==> src/rtl/lfc_pkg.sv <==
package lfc_pkg;

  localparam int unsigned DIV_W  = 4;
  localparam int unsigned ADDR_W = 3;
  localparam logic [15:0] UNLOCK_KEY = 16'hAEB3;

  typedef enum logic [ADDR_W-1:0] {
    REG_CTRL = 3'd0,
    REG_PRE  = 3'd1,
    REG_CNT  = 3'd2,
    REG_EVEN = 3'd3,
    REG_LOCK = 3'd4
  } lfc_addr_e;

  typedef struct packed {
    logic [DIV_W-1:0] div_exp;
    logic             match_mode;
    logic             cnt_wrap;
    logic             pre_wrap;
    logic             dbg_run;
    logic             enable;
  } lfc_ctrl_t;

endpackage

==> src/rtl/lfc_regs.sv <==
module lfc_regs
  import lfc_pkg::*;
#(
  parameter int unsigned RST_DIV = 5
) (
  input  logic              clk,
  input  logic              rst,
  input  logic              wr_en,
  input  logic [ADDR_W-1:0] wr_addr,
  input  logic [15:0]       wr_data,
  output lfc_ctrl_t         ctrl_o,
  output logic [1:0]        ev_en_o,
  output logic              pre_wr_o,
  output logic              cnt_wr_o
);

  logic      locked_q;
  lfc_ctrl_t ctrl_q;
  logic [1:0] ev_en_q;
  logic      wr_ok;
  logic      lfc_unused;

  assign lfc_unused = ^{wr_data[15:12], wr_data[7:5]};
  assign wr_ok      = wr_en && !locked_q;
  assign pre_wr_o   = wr_ok && (wr_addr == REG_PRE);
  assign cnt_wr_o   = wr_ok && (wr_addr == REG_CNT);

  always_ff @(posedge clk) begin
    if (rst) begin
      locked_q       <= 1'b0;
      ctrl_q         <= '0;
      ctrl_q.enable  <= 1'b1;
      ctrl_q.div_exp <= DIV_W'(RST_DIV);
      ev_en_q        <= 2'b11;
    end else begin
      if (wr_en && (wr_addr == REG_LOCK)) begin
        locked_q <= (wr_data != UNLOCK_KEY);
      end
      if (wr_ok && (wr_addr == REG_CTRL)) begin
        ctrl_q.enable     <= wr_data[0];
        ctrl_q.dbg_run    <= wr_data[1];
        ctrl_q.pre_wrap   <= wr_data[2];
        ctrl_q.cnt_wrap   <= wr_data[3];
        ctrl_q.match_mode <= wr_data[4];
        ctrl_q.div_exp    <= wr_data[8 +: DIV_W];
      end
      if (wr_ok && (wr_addr == REG_EVEN)) begin
        ev_en_q <= wr_data[1:0];
      end
    end
  end

  assign ctrl_o  = ctrl_q;
  assign ev_en_o = ev_en_q;

  AST_LOCK_CTRL: assert property (@(posedge clk) disable iff (rst)
    (locked_q && wr_en && (wr_addr == REG_CTRL)) |=> $stable(ctrl_q));

endmodule

==> src/rtl/lfc_prescale.sv <==
module lfc_prescale
  import lfc_pkg::*;
#(
  parameter int unsigned PRE_W = 15
) (
  input  logic             clk,
  input  logic             rst,
  input  logic             run,
  input  logic             match_mode,
  input  logic             pre_wrap,
  input  logic [DIV_W-1:0] div_exp,
  input  logic [PRE_W-1:0] ccv0_lo,
  input  logic             pre_wr,
  input  logic [PRE_W-1:0] pre_wdata,
  output logic [PRE_W-1:0] precnt_o,
  output logic             tick_o
);

  logic [PRE_W-1:0] precnt_q;
  logic [PRE_W-1:0] div_mask;
  logic             hit;

  for (genvar g = 0; g < PRE_W; g++) begin : g_mask
    assign div_mask[g] = (32'(g) < 32'(div_exp));
  end

  assign hit    = (precnt_q == ccv0_lo);
  assign tick_o = run && (match_mode ? hit : ((precnt_q & div_mask) == div_mask));

  always_ff @(posedge clk) begin
    if (rst) begin
      precnt_q <= '0;
    end else if (pre_wr) begin
      precnt_q <= pre_wdata;
    end else if (run) begin
      precnt_q <= (pre_wrap && hit) ? '0 : precnt_q + 1'b1;
    end
  end

  assign precnt_o = precnt_q;

  AST_PRE_WR: assert property (@(posedge clk) disable iff (rst)
    pre_wr |=> (precnt_q == $past(pre_wdata)));

  AST_PRE_WRAP: assert property (@(posedge clk) disable iff (rst)
    (run && pre_wrap && hit && !pre_wr) |=> (precnt_q == '0));

endmodule

==> src/rtl/lfc_maincnt.sv <==
module lfc_maincnt #(
  parameter int unsigned CNT_W = 32
) (
  input  logic             clk,
  input  logic             rst,
  input  logic             tick,
  input  logic             cnt_wrap,
  input  logic [CNT_W-1:0] ccv1,
  input  logic             cnt_wr,
  input  logic [CNT_W-1:0] cnt_wdata,
  input  logic [1:0]       ev_en,
  output logic [CNT_W-1:0] cnt_o,
  output logic             tick_ev_o,
  output logic             ovf_ev_o
);

  logic [CNT_W-1:0] cnt_q;
  logic             tick_q;
  logic             ovf_q;
  logic             roll;

  assign roll = (cnt_q == '1) || (cnt_wrap && (cnt_q == ccv1));

  always_ff @(posedge clk) begin
    if (rst) begin
      cnt_q  <= '0;
      tick_q <= 1'b0;
      ovf_q  <= 1'b0;
    end else begin
      tick_q <= 1'b0;
      ovf_q  <= 1'b0;
      if (cnt_wr) begin
        cnt_q <= cnt_wdata;
      end else if (tick) begin
        cnt_q  <= roll ? '0 : cnt_q + 1'b1;
        tick_q <= ev_en[0];
        ovf_q  <= roll && ev_en[1];
      end
    end
  end

  assign cnt_o     = cnt_q;
  assign tick_ev_o = tick_q;
  assign ovf_ev_o  = ovf_q;

  AST_OVF_ZERO: assert property (@(posedge clk) disable iff (rst)
    ovf_q |-> (cnt_q == '0));

  AST_TICK_STEP: assert property (@(posedge clk) disable iff (rst)
    tick_q |-> ((cnt_q == $past(cnt_q) + 1'b1) || (cnt_q == '0)));

endmodule

==> src/rtl/lfc_timer.sv <==
module lfc_timer
  import lfc_pkg::*;
#(
  parameter int unsigned CNT_W     = 32,
  parameter int unsigned PRE_W     = 15,
  parameter int unsigned COMB_HI_W = 17,
  parameter int unsigned RST_DIV   = 5
) (
  input  logic                       clk,
  input  logic                       rst,
  input  logic                       wr_en_i,
  input  logic [ADDR_W-1:0]          wr_addr_i,
  input  logic [CNT_W-1:0]           wr_data_i,
  input  logic                       dbg_halt_i,
  input  logic [CNT_W-1:0]           ccv0_i,
  input  logic [CNT_W-1:0]           ccv1_i,
  output logic [CNT_W-1:0]           cnt_o,
  output logic [PRE_W-1:0]           precnt_o,
  output logic [COMB_HI_W+PRE_W-1:0] comb_o,
  output logic                       tick_o,
  output logic                       ovf_o
);

  lfc_ctrl_t  ctrl;
  logic [1:0] ev_en;
  logic       pre_wr;
  logic       cnt_wr;
  logic       run;
  logic       tick;
  logic       lfc_unused;

  assign lfc_unused = ^ccv0_i[CNT_W-1:PRE_W];

  lfc_regs #(.RST_DIV(RST_DIV)) regs_i (
    .clk      (clk),
    .rst      (rst),
    .wr_en    (wr_en_i),
    .wr_addr  (wr_addr_i),
    .wr_data  (wr_data_i[15:0]),
    .ctrl_o   (ctrl),
    .ev_en_o  (ev_en),
    .pre_wr_o (pre_wr),
    .cnt_wr_o (cnt_wr)
  );

  assign run = ctrl.enable && (!dbg_halt_i || ctrl.dbg_run);

  lfc_prescale #(.PRE_W(PRE_W)) pre_i (
    .clk        (clk),
    .rst        (rst),
    .run        (run),
    .match_mode (ctrl.match_mode),
    .pre_wrap   (ctrl.pre_wrap),
    .div_exp    (ctrl.div_exp),
    .ccv0_lo    (ccv0_i[PRE_W-1:0]),
    .pre_wr     (pre_wr),
    .pre_wdata  (wr_data_i[PRE_W-1:0]),
    .precnt_o   (precnt_o),
    .tick_o     (tick)
  );

  lfc_maincnt #(.CNT_W(CNT_W)) main_i (
    .clk       (clk),
    .rst       (rst),
    .tick      (tick),
    .cnt_wrap  (ctrl.cnt_wrap),
    .ccv1      (ccv1_i),
    .cnt_wr    (cnt_wr),
    .cnt_wdata (wr_data_i),
    .ev_en     (ev_en),
    .cnt_o     (cnt_o),
    .tick_ev_o (tick_o),
    .ovf_ev_o  (ovf_o)
  );

  assign comb_o = {cnt_o[COMB_HI_W-1:0], precnt_o};

  AST_HALT_FREEZE: assert property (@(posedge clk) disable iff (rst)
    (dbg_halt_i && !ctrl.dbg_run && !pre_wr && !cnt_wr) |=> ($stable(precnt_o) && $stable(cnt_o)));

endmodule

==> config.mk <==
export PLATFORM = sky130hd
export DESIGN_NAME = lfc_timer
export DESIGN_NICKNAME = d
export VERILOG_FILES = /design/src/rtl/lfc_pkg.sv /design/src/rtl/lfc_regs.sv /design/src/rtl/lfc_prescale.sv /design/src/rtl/lfc_maincnt.sv /design/src/rtl/lfc_timer.sv
export SDC_FILE = /design/constraint.sdc
export NUM_CORES = 1
export LEC_CHECK = 0
export BUFFER_PORTS_ARGS = -buffer_cell sky130_fd_sc_hd__buf_2
export CAP_MARGIN = 20
export CORE_MARGIN = 2
export CORE_UTILIZATION = 50
export DETAILED_ROUTE_END_ITERATION = 6
export PLACE_DENSITY = 0.82
export SYNTH_ARGS = -nofsm -noshare
export SYNTH_HDL_FRONTEND = slang
export SYNTH_SLANG_ARGS = --single-unit
==> constraint.sdc <==
create_clock -name clk -period 2.75 [get_ports clk]
set_input_delay 0.1375 -clock clk [delete_from_list [all_inputs] [get_ports clk]]
set_output_delay 0.1375 -clock clk [all_outputs]
set_load 0.1 [all_outputs]
## After elaboration in Yosys (flattened, before gate mapping)

Cells that the tools add are included.

| operators by class | value |
|---|---|
| reductions and logical operators | 19 |
| mux-type cells | 7 |
| magnitude comparators | 15 |
| eq/ne operators | 9 |
| add/subtract/negate cells | 2 |
| bitwise logic cells | 2 |

Operators by type and width:

| cell | count |
|---|---|
| 32-bit two-way mux | 3 |
| 15-bit two-way mux | 3 |
| 32-bit by 1-bit adder with 32-bit output (second input constant) | 1 |
| 32-bit equality test | 1 |
| 32-bit equality test (second input constant) | 1 |
| 15-bit equality test | 2 |
| 4-bit less-than comparator (first input constant) | 7 |
| 3-bit by 4-bit less-than comparator with 1-bit output (first input constant) | 4 |
| 16-bit != test (second input constant) | 1 |
| 15-bit by 1-bit adder with 15-bit output (second input constant) | 1 |
| 15-bit AND | 1 |
| 1-bit logical AND | 11 |
| 1-bit by 4-bit less-than comparator with 1-bit output (first input constant) | 2 |
| 2-bit by 4-bit less-than comparator with 1-bit output (first input constant) | 2 |
| 3-bit by 2-bit equality test with 1-bit output (second input constant) | 2 |
| 2-bit nonzero test | 2 |
| 3-bit by 1-bit equality test with 1-bit output (second input constant) | 1 |
| 3-bit equality test (second input constant) | 1 |
| 3-bit logical NOT | 1 |
| 3-bit OR reduction | 1 |
| 1-bit logical NOT | 2 |
| 1-bit logical OR | 2 |
| 1-bit two-way mux | 1 |
| 1-bit inverter | 1 |

| storage, ports and cells | value |
|---|---|
| register bits after elaboration | 61 |
| output and inout port bits | 81 |
| logic and storage cells | 66 |

## Longest topological paths before layout

Gate-level depths: netlist of run 1.

| depth | value |
|---|---|
| word-level depth | 7 |
| depth in mapped cells | 10 |
| gate-level depth less buffers | 8 |

## Modules after synthesis

Synthesis of run 1 repeated with hierarchy kept, for this count alone.

| unflattened totals | value |
|---|---|
| cells, all modules | 594 |
| area, all modules | 4714.5 sq um |

By module, submodules not included:

| module | cells each | times used | sequential area each (sq um) | area an instance (sq um) |
|---|---|---|---|---|
| lfc_maincnt | 328 | 1 | 680.7 | 2605.0 |
| lfc_prescale | 168 | 1 | 300.3 | 1281.2 |
| lfc_regs | 64 | 1 | 240.2 | 576.8 |
| lfc_timer | 34 | 1 | 0.0 | 251.5 |

## Worst setup path before layout of run 1

Ideal clock, no wire load.

| timing path | value |
|---|---|
| path kind | reg2reg |
| start point | register main_i.cnt_q[0], in the netlist main_i.cnt_o[0] |
| end point | register main_i.cnt_q[6], in the netlist main_i.cnt_o[6] |
| arrival time | 2934 ps |
| cell stages (with the launch flop) | 10 |
| setup slack | -305 ps |
| required time | 2628 ps |
| clock period less this slack | 3055 ps |
| path buffers | 1 |
| cell sequence | dfxtp_1 ha_1 nand4_1 nor4_4 nand3_1 nand2_1 nor2_2 buf_6 a32o_1 a221o_1 |

| between the ends | value |
|---|---|
| longest elaborated chain between the ends | 6 |

RTL lines:

| what | line | source |
|---|---|---|
| start, declared | lfc_maincnt.sv:17 | `logic [CNT_W-1:0] cnt_q;` |
| start signal, assigned | lfc_maincnt.sv:33 | `cnt_q <= cnt_wdata;` |
| start signal, assigned | lfc_maincnt.sv:35 | `cnt_q <= roll ? '0 : cnt_q + 1'b1;` |
| branches (longest 3 deep; another with 32-bit by 1-bit adder with 32-bit output) | n/a |  |
| 32-bit two-way mux (*) | lfc_maincnt.sv:35 |  |
| 32-bit two-way mux (*) | lfc_maincnt.sv:34 | `end else if (tick) begin` |
| 32-bit two-way mux (*) | lfc_maincnt.sv:32 | `if (cnt_wr) begin` |

Mark *: on every way between the ends. The select of a mux whose other input is x is not followed.
A chain may end at the register's enable or synchronous reset.

## Worst setup path in the final report of run 1

| timing path | value |
|---|---|
| start point | register pre_i.precnt_q[14], in the netlist pre_i.precnt_o[14] |
| end point | register main_i.cnt_q[14], in the netlist main_i.cnt_o[14] |

| between the ends | value |
|---|---|
| longest elaborated chain between the ends | 5 |

RTL lines:

| what | line | source |
|---|---|---|
| start, declared | lfc_prescale.sv:19 | `logic [PRE_W-1:0] precnt_q;` |
| start signal, assigned | lfc_prescale.sv:34 | `precnt_q <= pre_wdata;` |
| start signal, assigned | lfc_prescale.sv:36 | `precnt_q <= (pre_wrap && hit) ? '0 : precnt_q + 1'b1;` |
| 15-bit AND | lfc_prescale.sv:28 | `assign tick_o = run && (match_mode ? hit : ((precnt_q & div_mask) == div_mask));` |
| 15-bit equality test | lfc_prescale.sv:28 |  |
| 1-bit two-way mux (*) | lfc_prescale.sv:28 |  |
| 1-bit logical AND (*) | lfc_prescale.sv:28 |  |
| 2-bit nonzero test (no line) (*) | n/a |  |

Every way passes the cells marked *; elsewhere a longest branch is shown, timed or not.

==> results of run 1 <==
[how the worst max path moves through the flow]
stage,startpoint,endpoint,slack [ns],cells after the start
floorplan,main_i.cnt_o[18],main_i.cnt_o[6],-0.03,8
detailed placement,pre_i.precnt_o[14],main_i.cnt_o[14],0.30,8
global placement,main_i.cnt_o[23],main_i.cnt_o[6],0.31,8
finish,pre_i.precnt_o[14],main_i.cnt_o[14],0.16,8
CTS,pre_i.precnt_o[14],main_i.cnt_o[14],0.26,8
global route,pre_i.precnt_o[14],main_i.cnt_o[14],0.06,8
[cell type report]
class,count,area (um^2),share of cell area (%)
Multi-Input combinational cell,462,2920,51.5
Sequential cell,61,1270,22.3
Timing Repair Buffer,196,1070,18.9
Clock buffer,12,165,2.91
Tap cell,111,139,2.45
Clock inverter,3,43.8,0.773
Inverter,18,67.6,1.19
[power by group]
group	switching, uW	internal (uW)
Clock	377	488
Combinational	499	169
Sequential	50.1	914
Total	926	1570
[layer usage]
layer | wire (um) | vias to the layer above
li1 | - | 2527
met1 | 6950 | 2622
met2 | 7770 | 395
met3 | 1990 | 42
met4 | 392 | 0
met5 | 0 | -
[through the flow]
step	total power (uW)	setup TNS, ns
finish	2500	0
CTS	2490	0
detailed placement	1640	0
global placement	1640	0
global route	2560	0
floorplan	1460	-0.0286
[cell families (layout without fill, tap and decap cells)]
logic type | count (synthesis) | after routing
AO/OA/AOI/OAI | 132 | 132
AND/OR/NAND/NOR | 272 | 272
XOR/XNOR | 53 | 53
buffers and inverters | 97 | 229
multiplexers | 3 | 3
adder cells (fa/ha/maj) | 2 | 2
flip-flops | 61 | 61
[worst max-delay path: stages (launching register included)]
cell	delay (ns)
sky130_fd_sc_hd__dfxtp_1	0.48
sky130_fd_sc_hd__xnor2_1	0.16
sky130_fd_sc_hd__nand4_1	0.10
sky130_fd_sc_hd__nor4_1	0.42
sky130_fd_sc_hd__buf_4	0.21
sky130_fd_sc_hd__and3_1	0.21
sky130_fd_sc_hd__or3_1	0.25
sky130_fd_sc_hd__nand2_2	0.34
sky130_fd_sc_hd__o221ai_1	0.31
[registers in the layout (all words and copies together) (netlist names)]
signal            flops
main_i.tick_ev_o      1
main_i.ovf_ev_o       1
regs_i.ctrl_o         9
pre_i.precnt_o       15
main_i.cnt_o         32
regs_i.locked_q       1
regs_i.ev_en_o        2
[synth_stat cells, types with 17 or more instances]
cell / number
sky130_fd_sc_hd__nor2_1: 48
sky130_fd_sc_hd__xor2_1: 36
sky130_fd_sc_hd__nor3_1: 18
sky130_fd_sc_hd__a21oi_1: 27
sky130_fd_sc_hd__xnor2_1: 17
sky130_fd_sc_hd__nor4_1: 21
sky130_fd_sc_hd__nand3_1: 36
sky130_fd_sc_hd__clkbuf_1: 33
sky130_fd_sc_hd__nand2_1: 64
sky130_fd_sc_hd__nand4_1: 27
sky130_fd_sc_hd__buf_4: 32
sky130_fd_sc_hd__o221ai_1: 17
sky130_fd_sc_hd__dfxtp_1: 61
==> metrics.log, run 1 <==
[metrics] R2R Path Start: pre_i.precnt_o[14]
[metrics] status: finished clean
[metrics] first-pass GRT wire length: 26400 um
[metrics] number of synthesized flops with an enable pin: 0
[metrics] top post-synthesis cells by area: sky130_fd_sc_hd__dfxtp_1 (26%), sky130_fd_sc_hd__xor2_1 (6.8%), sky130_fd_sc_hd__buf_4 (5.2%)
[metrics] RSZ-0062 raised after global routing: no
[metrics] CTS buffer count: 9
[metrics] met1 track demand over resource: 46.9%
[metrics] highest clock rate: 0.386 GHz
[metrics] maximum clock path buffer count: 2
[metrics] die boundary width: 101 um
[metrics] largest driver fanout on the critical path: 18
[metrics] Crit Reg-Reg Endpoint: main_i.cnt_o[14]
[metrics] flop-to-flop setup slack: 0.16 ns
[metrics] Placement Setup Slack: 0.304 ns
[metrics] number of global-route vias before repair: 4972
[metrics] post-synthesis cell count: 620
[metrics] flop and latch count out of synthesis: 61
[metrics] effective utilization at floorplan: between 50 and 60%
[metrics] met2 GRT Util: 51.9%
[metrics] Synth cell types: 61
[metrics] initial antenna violation count: 0
[metrics] CTS Hold Bufs: 0
[metrics] First DRT Iteration DRCs: 566
[metrics] global placer's final weighted congestion: 0.960
[metrics] worst-case hold path end point: main_i.cnt_o[21]
[metrics] worst setup skew after layout: slightly above 0.008 ns
[metrics] clock sinks: 61
[metrics] TritonCTS clock tree: yes
[metrics] drc violations: 0
[metrics] Critical Path AT: 2.84 ns
[metrics] average via count per standard cell: 6.47
[metrics] area share of the largest cell type after synthesis: 26.2%
[metrics] Post-CTS Resized: 0
[metrics] kind of end point of the critical path: flip-flop
[metrics] worst IR drop on VDD: 0.246 mV
[metrics] minimum setup slack in the final design: 0.162 ns
[metrics] Post-synth ARST share: 0%
[metrics] kind of start point of the critical path: flip-flop
[metrics] count of cells along the worst hold path: 3
[metrics] number of hold violations in the final report: 0
[metrics] remaining global-route overflow: 0
[metrics] area share of and/or/nand/nor cells after synthesis: 30.9%
[metrics] first-pass iteration count of the detailed router: 5
[metrics] Clock Latency Late Sink: roughly 0.34 ns
[metrics] deepest level of the CTS H-tree: 3
[metrics] cell leakage power: 0.00248 uW
[metrics] share of synthesized area spent on multiplexers: less than 1%
[metrics] proportion of synthesized chip area in sequential cells: 26.2%
[metrics] placed inst area: 5460 um^2
[metrics] met3 routing resource usage after global routing: 5.13%
[metrics] cell area after layout: about 5700 um^2
[metrics] Cell Count Post-Placement: 848
[metrics] Clock Pin Slew Worst Setup and Hold Paths: 0.07 ns
[metrics] beginning of the worst hold path: wr_data_i[21]
[metrics] post-route worst hold slack: 0.0744 ns
[metrics] Max transition margin: 41.0%
[metrics] leading area contributor after synthesis: sky130_fd_sc_hd__dfxtp_1
[metrics] number of synthesis warnings: 0
[metrics] layout net count: approximately 850
[metrics] die area: 10100 um^2
[metrics] number of buffers inserted by post-CTS setup repair: 0
[metrics] Row Count: 35
[metrics] compound-cell area share of the yosys netlist: 20.5%
[metrics] final period utilization: between 90% and 100%
[metrics] I/O pin count: 184
[metrics] number of filler instances in the final layout: 826
[metrics] Critical Setup Path Class: reg2reg
[metrics] final core occ: around three fifths
[metrics] GRT Overall Usage: 33.3%
[metrics] Syn Std Cell Area: 4660 um^2
[metrics] main combinational cell family by area after synthesis: simple AND/OR/NAND/NOR gates
[metrics] fraction of final layout cells sized beyond drive strength 1: 34.0%
[metrics] layer carrying the most global-route usage: met2
[metrics] leading cell type in the layout, fill and taps excluded: sky130_fd_sc_hd__buf_2
[metrics] synthesized-area fraction occupied by adder cells: 0.537%
[metrics] detail-routed net length per standard cell: 19.8 um
[metrics] DRT Wirelength: 17100 um
[metrics] Final Max Slew Viols: 0
[metrics] fraction of synthesized cell area in xor and xnor cells: 9.96%
[metrics] time the final worst path needs with I/O delays and setup: 2.59 ns
[metrics] layout overhead on the synthesized area: 21.6%
[metrics] number of buffers added on ports: 166
[metrics] Pwr Density: 441 nW/um^2
[metrics] average footprint of a synthesized cell: 7.52 um^2
[metrics] core area: slightly above 9000 um^2
[metrics] CP Data Required Time: roughly 3.0 ns
[metrics] DRT antenna net count: 0
[metrics] syn_nets: 725
[metrics] dominant synthesized flop cell: sky130_fd_sc_hd__dfxtp_1
[metrics] pin count of the biggest net entering global routing: 41
[metrics] slew at the pin closest to its max-slew limit: 0.877 ns
[metrics] final HPWL from detailed placement: roughly 13000 um
[metrics] min-delay worst type: in2reg
[metrics] depth of the worst register-to-register path: 8
[metrics] vias: 5586
[metrics] height of the die: 101 um
[metrics] count of inserted antenna diode cells: 0
[metrics] Root Buffer Master: sky130_fd_sc_hd__clkbuf_8
[metrics] Maximum Capacitance Violations: 0
[metrics] setup violation total in the final timing report: 0
[metrics] most frequent cells in the layout: sky130_fd_sc_hd__buf_2 (166), sky130_fd_sc_hd__nand2_1 (64), sky130_fd_sc_hd__nor2_1 (47)
[metrics] number of non-filler instances in the completed layout: approximately 860
(Power assumes the default switching activity.)
==> run 2: changes to the inputs <==
Settings changed: CELL_PAD_IN_SITES_DETAIL_PLACEMENT set to 0, CELL_PAD_IN_SITES_GLOBAL_PLACEMENT set to 2, CORE_UTILIZATION 50 to 27, PLACE_DENSITY 0.82 to not set, PLACE_DENSITY_LB_ADDON set to 0.1, SKIP_LAST_GASP set to 1, TNS_END_PERCENT set to 10.
==> run 2 against run 1 <==
Against the previous run:
- clock power rose by 21%
- worst setup slack worse by 0.021 ns
- core utilization is 27 points lower
- clock skew shrank 0.0024 ns
- via count down 3.5%
- die area is 81% higher
- combinational power is 3% higher
- final cell count increased by 14%
- largest power group is now the clock network
- design area is 4.7% higher
- maximum frequency is 0.81% lower
==> metrics.log, run 2 (synthesis results as in run 1) <==
[metrics] status: finished clean
[metrics] kind of start point of the critical path: flip-flop
[metrics] CTS buffer count: 9
[metrics] height of the die: 135 um
[metrics] Clock Latency Late Sink: roughly 0.34 ns
[metrics] maximum clock path buffer count: 2
[metrics] Placement Setup Slack: 0.0748 ns
[metrics] Maximum Capacitance Violations: 0
[metrics] worst IR drop on VDD: 0.257 mV
[metrics] number of filler instances in the final layout: 1851
[metrics] metal1 wirelength: 10300 um
[metrics] final HPWL from detailed placement: 15800 um
[metrics] highest routed metal layer: met4
[metrics] number of non-filler instances in the completed layout: 987
[metrics] Clock Pin Slew Worst Setup and Hold Paths: 0.06 ns
[metrics] layout overhead on the synthesized area: 27.3%
[metrics] cell-internal power: 1690 uW
[metrics] time the final worst path needs with I/O delays and setup: 2.61 ns
[metrics] Overall Power: 2700 uW
[metrics] initial antenna violation count: 0
[metrics] I/O pin count: 184
[metrics] remaining global-route overflow: 0
[metrics] highest clock rate: 0.383 GHz
[metrics] count of inserted antenna diode cells: 0
[metrics] Root Buffer Master: sky130_fd_sc_hd__clkbuf_16
[metrics] setup violation total in the final timing report: 0
[metrics] met3 WL: 1290 um
[metrics] deepest level of the CTS H-tree: 3
[metrics] slew at the pin closest to its max-slew limit: 0.891 ns
[metrics] Critical Path AT: between 2 and 3 ns
[metrics] first-pass GRT wire length: 30700 um
[metrics] average via count per standard cell: 5.46
[metrics] clock sinks: 61
[metrics] leading cell type in the layout, fill and taps excluded: sky130_fd_sc_hd__buf_2
[metrics] die area: between 15000 and 20000 um^2
[metrics] worst setup skew after layout: about 0.0058 ns
[metrics] TritonCTS clock tree: yes
[metrics] RSZ-0062 raised after global routing: yes
[metrics] vias: 5390
[metrics] die boundary width: 135 um
[metrics] GRT Overall Usage: 22.4%
[metrics] largest driver fanout on the critical path: 18
[metrics] DRT antenna net count: 0
[metrics] final period utilization: 94.9%
[metrics] number of global-route vias before repair: 5044
[metrics] Clock Power Share: 38.8%
[metrics] Pwr Density: about 460 nW/um^2
[metrics] met2 WL post-DR: 8750 um
[metrics] global placer's final weighted congestion: 0.875
[metrics] flop-to-flop setup slack: 0.14 ns
[metrics] CP Data Required Time: between 2 and 3 ns
[metrics] flip-flop count of the largest register after layout: 32
[metrics] switching fraction of total power: a little under two fifths
[metrics] Sw Pwr: about 1000 uW
[metrics] effective utilization at floorplan: a little over a quarter
[metrics] First DRT Iteration DRCs: roughly 340
[metrics] number of buffers added on ports: ~170
[metrics] detail-routed net length per standard cell: 21.0 um
[metrics] core area: 17100 um^2
[metrics] cell leakage power: 0.00256 uW
[metrics] relative contribution of sequential cells to total power: between 30 and 40%
[metrics] fraction of power consumed by combinational cells: 25.4%
[metrics] fraction of final layout cells sized beyond drive strength 1: between 30% and 40%
[metrics] kind of end point of the critical path: flip-flop
[metrics] Critical Setup Path Class: reg2reg
[metrics] min-delay worst type: in2reg
[metrics] Cell Count Post-Placement: 972
[metrics] first-pass iteration count of the detailed router: 5
[metrics] number of buffers inserted by post-CTS setup repair: 0
[metrics] layout net count: 863
[metrics] most frequent cells in the layout: sky130_fd_sc_hd__buf_2 (166), sky130_fd_sc_hd__nand2_1 (64), sky130_fd_sc_hd__nor2_1 (47)
[metrics] Max transition margin: about two fifths
[metrics] DRT Wirelength: 20700 um
[metrics] drc violations: 0
[metrics] Final Max Slew Viols: 0
[metrics] pin count of the biggest net entering global routing: 41
[metrics] Row Count: between 40 and 50
[metrics] number of hold violations in the final report: 0
[metrics] minimum setup slack in the final design: 0.141 ns
-- run 2: cell count changes in the layout (fill, tap and decap cells not counted), sizes merged --
cell | before | now
bufinv | 1 | 0
clkbuf | 12 | 10
buf | 196 | 206
clkinv | 3 | 6
-- run 2: final cells by class --
| cell class | instances | area (um^2) | area share (%) |
|---|---|---|---|
| Clock buffer | 10 | 229 | 3.86 |
| Clock inverter | 5 | 28.8 | 0.485 |
| Inverter | 18 | 67.6 | 1.14 |
| Multi-Input combinational cell | 462 | 2920 | 49.2 |
| Sequential cell | 61 | 1260 | 21.3 |
| Tap cell | 225 | 282 | 4.74 |
| Timing Repair Buffer | 206 | 1140 | 19.3 |
-- run 2: final timing paths --
kind / startpoint / end / depth (start not counted)
setup / recovery: pre_i.precnt_o[14] / main_i.cnt_o[26] / 9
setup reg to reg: pre_i.precnt_o[14] / main_i.cnt_o[26] / 9
hold / removal: wr_data_i[21] / main_i.cnt_o[21] / 3
hold reg to reg: regs_i.ev_en_o[0] / main_i.tick_ev_o / 2
-- run 2: what timing repair did --
| action | 4_1_cts | 5_1_grt |
|---|---|---|
| hold buffers | 0 | 0 |
| setup endpoints to repair | 0 | 21 |
| resized for setup | 0 | 1 |
-- run 2: critical path, cell delays in order, from the launching register on --
cell and delay (ns):
sky130_fd_sc_hd__dfxtp_1 0.48, sky130_fd_sc_hd__xnor2_1 0.16, sky130_fd_sc_hd__nand4_1 0.09, sky130_fd_sc_hd__nor4_1 0.46, sky130_fd_sc_hd__buf_4 0.20, sky130_fd_sc_hd__and3_1 0.20, sky130_fd_sc_hd__buf_4 0.13, sky130_fd_sc_hd__or3_1 0.14
sky130_fd_sc_hd__nand2_2 0.33, sky130_fd_sc_hd__o221ai_1 0.32
-- run 2: metal layers --
layer,up-vias,GRT usage (%)
met2,208,32.1
met5,-,0
met1,2603,33.4
met3,25,4.41
li1,2554,-
met4,0,7.06
-- run 2: power by group through the flow --
stage / Clock, uW / Sequential, uW / Combinational [uW]
3_5_place_dp: 0 / 987 / 685
4_1_cts: 1080 / 967 / 687
5_1_grt: 1110 / 973 / 723
6_report: 1050 / 968 / 687
3_3_place_gp: 0 / 985 / 688
2_1_floorplan: 0 / 1130 / 330
-- run 2: metrics by stage --
step	TNS (ns)	hold WS (ns)	cell area [um^2]	util [%]
after detailed placement	0	0.424	5670	33.2
after global routing	-0.608	0.108	5940	34.7
final	0	0.0819	5940	34.7
after global placement	0	0.424	5670	33.2
after CTS	0	0.0709	5930	34.7
after floorplan	-0.126	0.263	4700	-
==> run 3: changes to the inputs <==
==> constraint.sdc (replaced) <==
create_clock -name clk -period 2.75 [get_ports clk]
set_input_delay 0 -clock clk [delete_from_list [all_inputs] [get_ports clk]]
set_output_delay 0 -clock clk [all_outputs]
set_load 0.1 [all_outputs]
==> run 3 against run 2 <==
Against the previous run:
- final cell count is 1.2% higher
- core utilization is 1.1 points higher
- total power is 12% higher
- via count is 1.7% higher
- critical endpoint is now main_i.cnt_o[27]
- maximum frequency is 0.47% lower
==> metrics.log, run 3 (synthesis results as in run 1) <==
[metrics] RSZ-0062 raised after global routing: no
[metrics] Seq. cell area: roughly 1300 um^2
[metrics] kind of start point of the critical path: flip-flop
[metrics] cell leakage power: around 0.0026 uW
[metrics] initial antenna violation count: 0
[metrics] Clock Latency Late Sink: 0.35 ns
[metrics] pin count of the biggest net entering global routing: 37
[metrics] layout net count: 874
[metrics] Sw Pwr: roughly 1000 uW
[metrics] layout overhead on the synthesized area: 31.6%
[metrics] time the final worst path needs with I/O delays and setup: 2.62 ns
[metrics] number of hold violations in the final report: 0
[metrics] switching fraction of total power: 34.4%
[metrics] cell area after layout: between 6000 and 7000 um^2
[metrics] leading cell type in the layout, fill and taps excluded: sky130_fd_sc_hd__buf_2
[metrics] fraction of final layout cells sized beyond drive strength 1: between 30% and 40%
[metrics] Overall Power: 3020 uW
[metrics] placed inst area: 5630 um^2
[metrics] effective utilization at floorplan: between 20% and 30%
[metrics] height of the die: 135 um
[metrics] First DRT Iteration DRCs: ~360
[metrics] Max transition margin: 53.6%
[metrics] cell-internal power: 1990 uW
[metrics] status: finished clean
[metrics] die area: 18300 um^2
[metrics] fraction of power consumed by combinational cells: 23.1%
[metrics] count of inserted antenna diode cells: 0
[metrics] detail-routed net length per standard cell: 20.8 um
[metrics] Final Max Slew Viols: 0
[metrics] most frequent cells in the layout: sky130_fd_sc_hd__buf_2 (166), sky130_fd_sc_hd__nand2_1 (64), sky130_fd_sc_hd__nor2_1 (47)
[metrics] worst IR drop on VDD: just under 0.3 mV
[metrics] slew at the pin closest to its max-slew limit: ~0.69 ns
[metrics] drc violations: 0
[metrics] Critical Path AT: 2.85 ns
[metrics] first-pass GRT wire length: 30800 um
[metrics] min-delay worst type: in2reg
[metrics] Critical Setup Path Class: reg2reg
[metrics] final period utilization: approximately 95%
[metrics] largest driver fanout on the critical path: 10
[metrics] CP Data Required Time: between 2 and 3 ns
[metrics] Pwr Density: approximately 500 nW/um^2
[metrics] I/O pin count: 184
[metrics] clock sinks: 61
[metrics] number of buffers added on ports: roughly 170
[metrics] area of the multi-input gates: about 3000 um^2
[metrics] TritonCTS clock tree: yes
[metrics] average via count per standard cell: 5.49
[metrics] kind of end point of the critical path: flip-flop
[metrics] maximum clock path buffer count: 2
[metrics] remaining global-route overflow: 0
[metrics] DRT Wirelength: 20800 um
[metrics] global placer's final weighted congestion: 0.889
[metrics] core area: 17100 um^2
[metrics] CTS buffer count: 9
[metrics] Row Count: 48
[metrics] number of buffers inserted by post-CTS setup repair: 0
[metrics] final HPWL from detailed placement: ~16000 um
[metrics] number of filler instances in the final layout: ~1900
[metrics] worst setup skew after layout: between 0.009 and 0.01 ns
[metrics] Clock Pin Slew Worst Setup and Hold Paths: roughly 0.06 ns
[metrics] flip-flop count of the largest register after layout: 32
[metrics] post-route worst hold slack: 0.00619 ns
[metrics] Maximum Capacitance Violations: 0
[metrics] deepest level of the CTS H-tree: 3
[metrics] number of global-route vias before repair: 5064
[metrics] Root Buffer Master: sky130_fd_sc_hd__clkbuf_16
[metrics] GRT Overall Usage: roughly 22%
[metrics] vias: 5483
[metrics] Clock Power Share: between 40% and 50%
[metrics] relative contribution of sequential cells to total power: 32.0%
[metrics] setup violation total in the final timing report: 0
[metrics] aggregate negative setup slack: 0 ns
[metrics] die boundary width: around 140 um
[metrics] first-pass iteration count of the detailed router: 5
[metrics] DRT antenna net count: 0
[metrics] highest clock rate: 0.381 GHz
## run 3: changes by cell type in the layout (fill, tap and decap cells not counted)
cell,delta
sky130_fd_sc_hd__bufinv_16,+3
sky130_fd_sc_hd__nor4_1,-1
sky130_fd_sc_hd__clkinvlp_4,+1
sky130_fd_sc_hd__clkinv_2,-3
sky130_fd_sc_hd__dlygate4sd3_1,+15
sky130_fd_sc_hd__nor4_2,+1
sky130_fd_sc_hd__buf_4,-3
sky130_fd_sc_hd__buf_12,-1
## run 3: per-stage QoR
stage	instances	util [%]	setup slack, ns
floorplan	620	-	-0.0286
global placement	968	32.9	0.0297
detailed placement	968	32.9	-0.0608
CTS	999	35.8	0.0706
global route	999	35.8	0.0117
finish	999	35.8	0.128
## run 3: routing by layer
layer  wire length [um]  track usage [%]  vias up
met5                  0                0        -
met4                334             6.89        0
met3               1280             3.29       22
met2               8960             32.7      243
met1              10200             33.8     2639
li1                   -                -     2579
## run 3: worst paths after layout
path / startpoint / end / slack, ns / cells after the start
hold reg to reg: regs_i.ev_en_o[0] / main_i.tick_ev_o / 0.43 / 2
hold / removal: wr_data_i[24] / main_i.cnt_o[24] / 0.006 / 3
setup reg to reg: main_i.cnt_o[16] / main_i.cnt_o[27] / 0.13 / 7
setup / recovery: main_i.cnt_o[16] / main_i.cnt_o[27] / 0.13 / 7
## run 3: power by group through the flow
stage               clock (uW)  sequential [uW]  combinational (uW)
detailed placement           0              989                 679
global placement             0              987                 681
global route              1410              975                 734
floorplan                    0             1130                 330
CTS                       1370              969                 698
finish                    1360              969                 700
## run 3: area by class of cell
type	instances	area share, %
Clock buffer	10	3.73
Clock inverter	6	1.82
Inverter	18	1.10
Multi-Input combinational cell	462	47.8
Sequential cell	61	20.6
Tap cell	225	4.59
Timing Repair Buffer	217	20.4
## run 3: critical path, stage by stage, from the launching register on
cell	delay, ns
sky130_fd_sc_hd__dfxtp_2	0.48
sky130_fd_sc_hd__xor2_1	0.15
sky130_fd_sc_hd__nor4_1	0.35
sky130_fd_sc_hd__nand4_1	0.18
sky130_fd_sc_hd__or3_1	0.48
sky130_fd_sc_hd__nand3_1	0.36
sky130_fd_sc_hd__o41ai_1	0.15
sky130_fd_sc_hd__a221o_1	0.35
## run 3: timing repair
item                       CTS  global route
resized for setup            1             1
setup endpoints to repair    5            16
hold buffers                15             0
hold endpoints to repair    15             0
gates cloned                 0             0
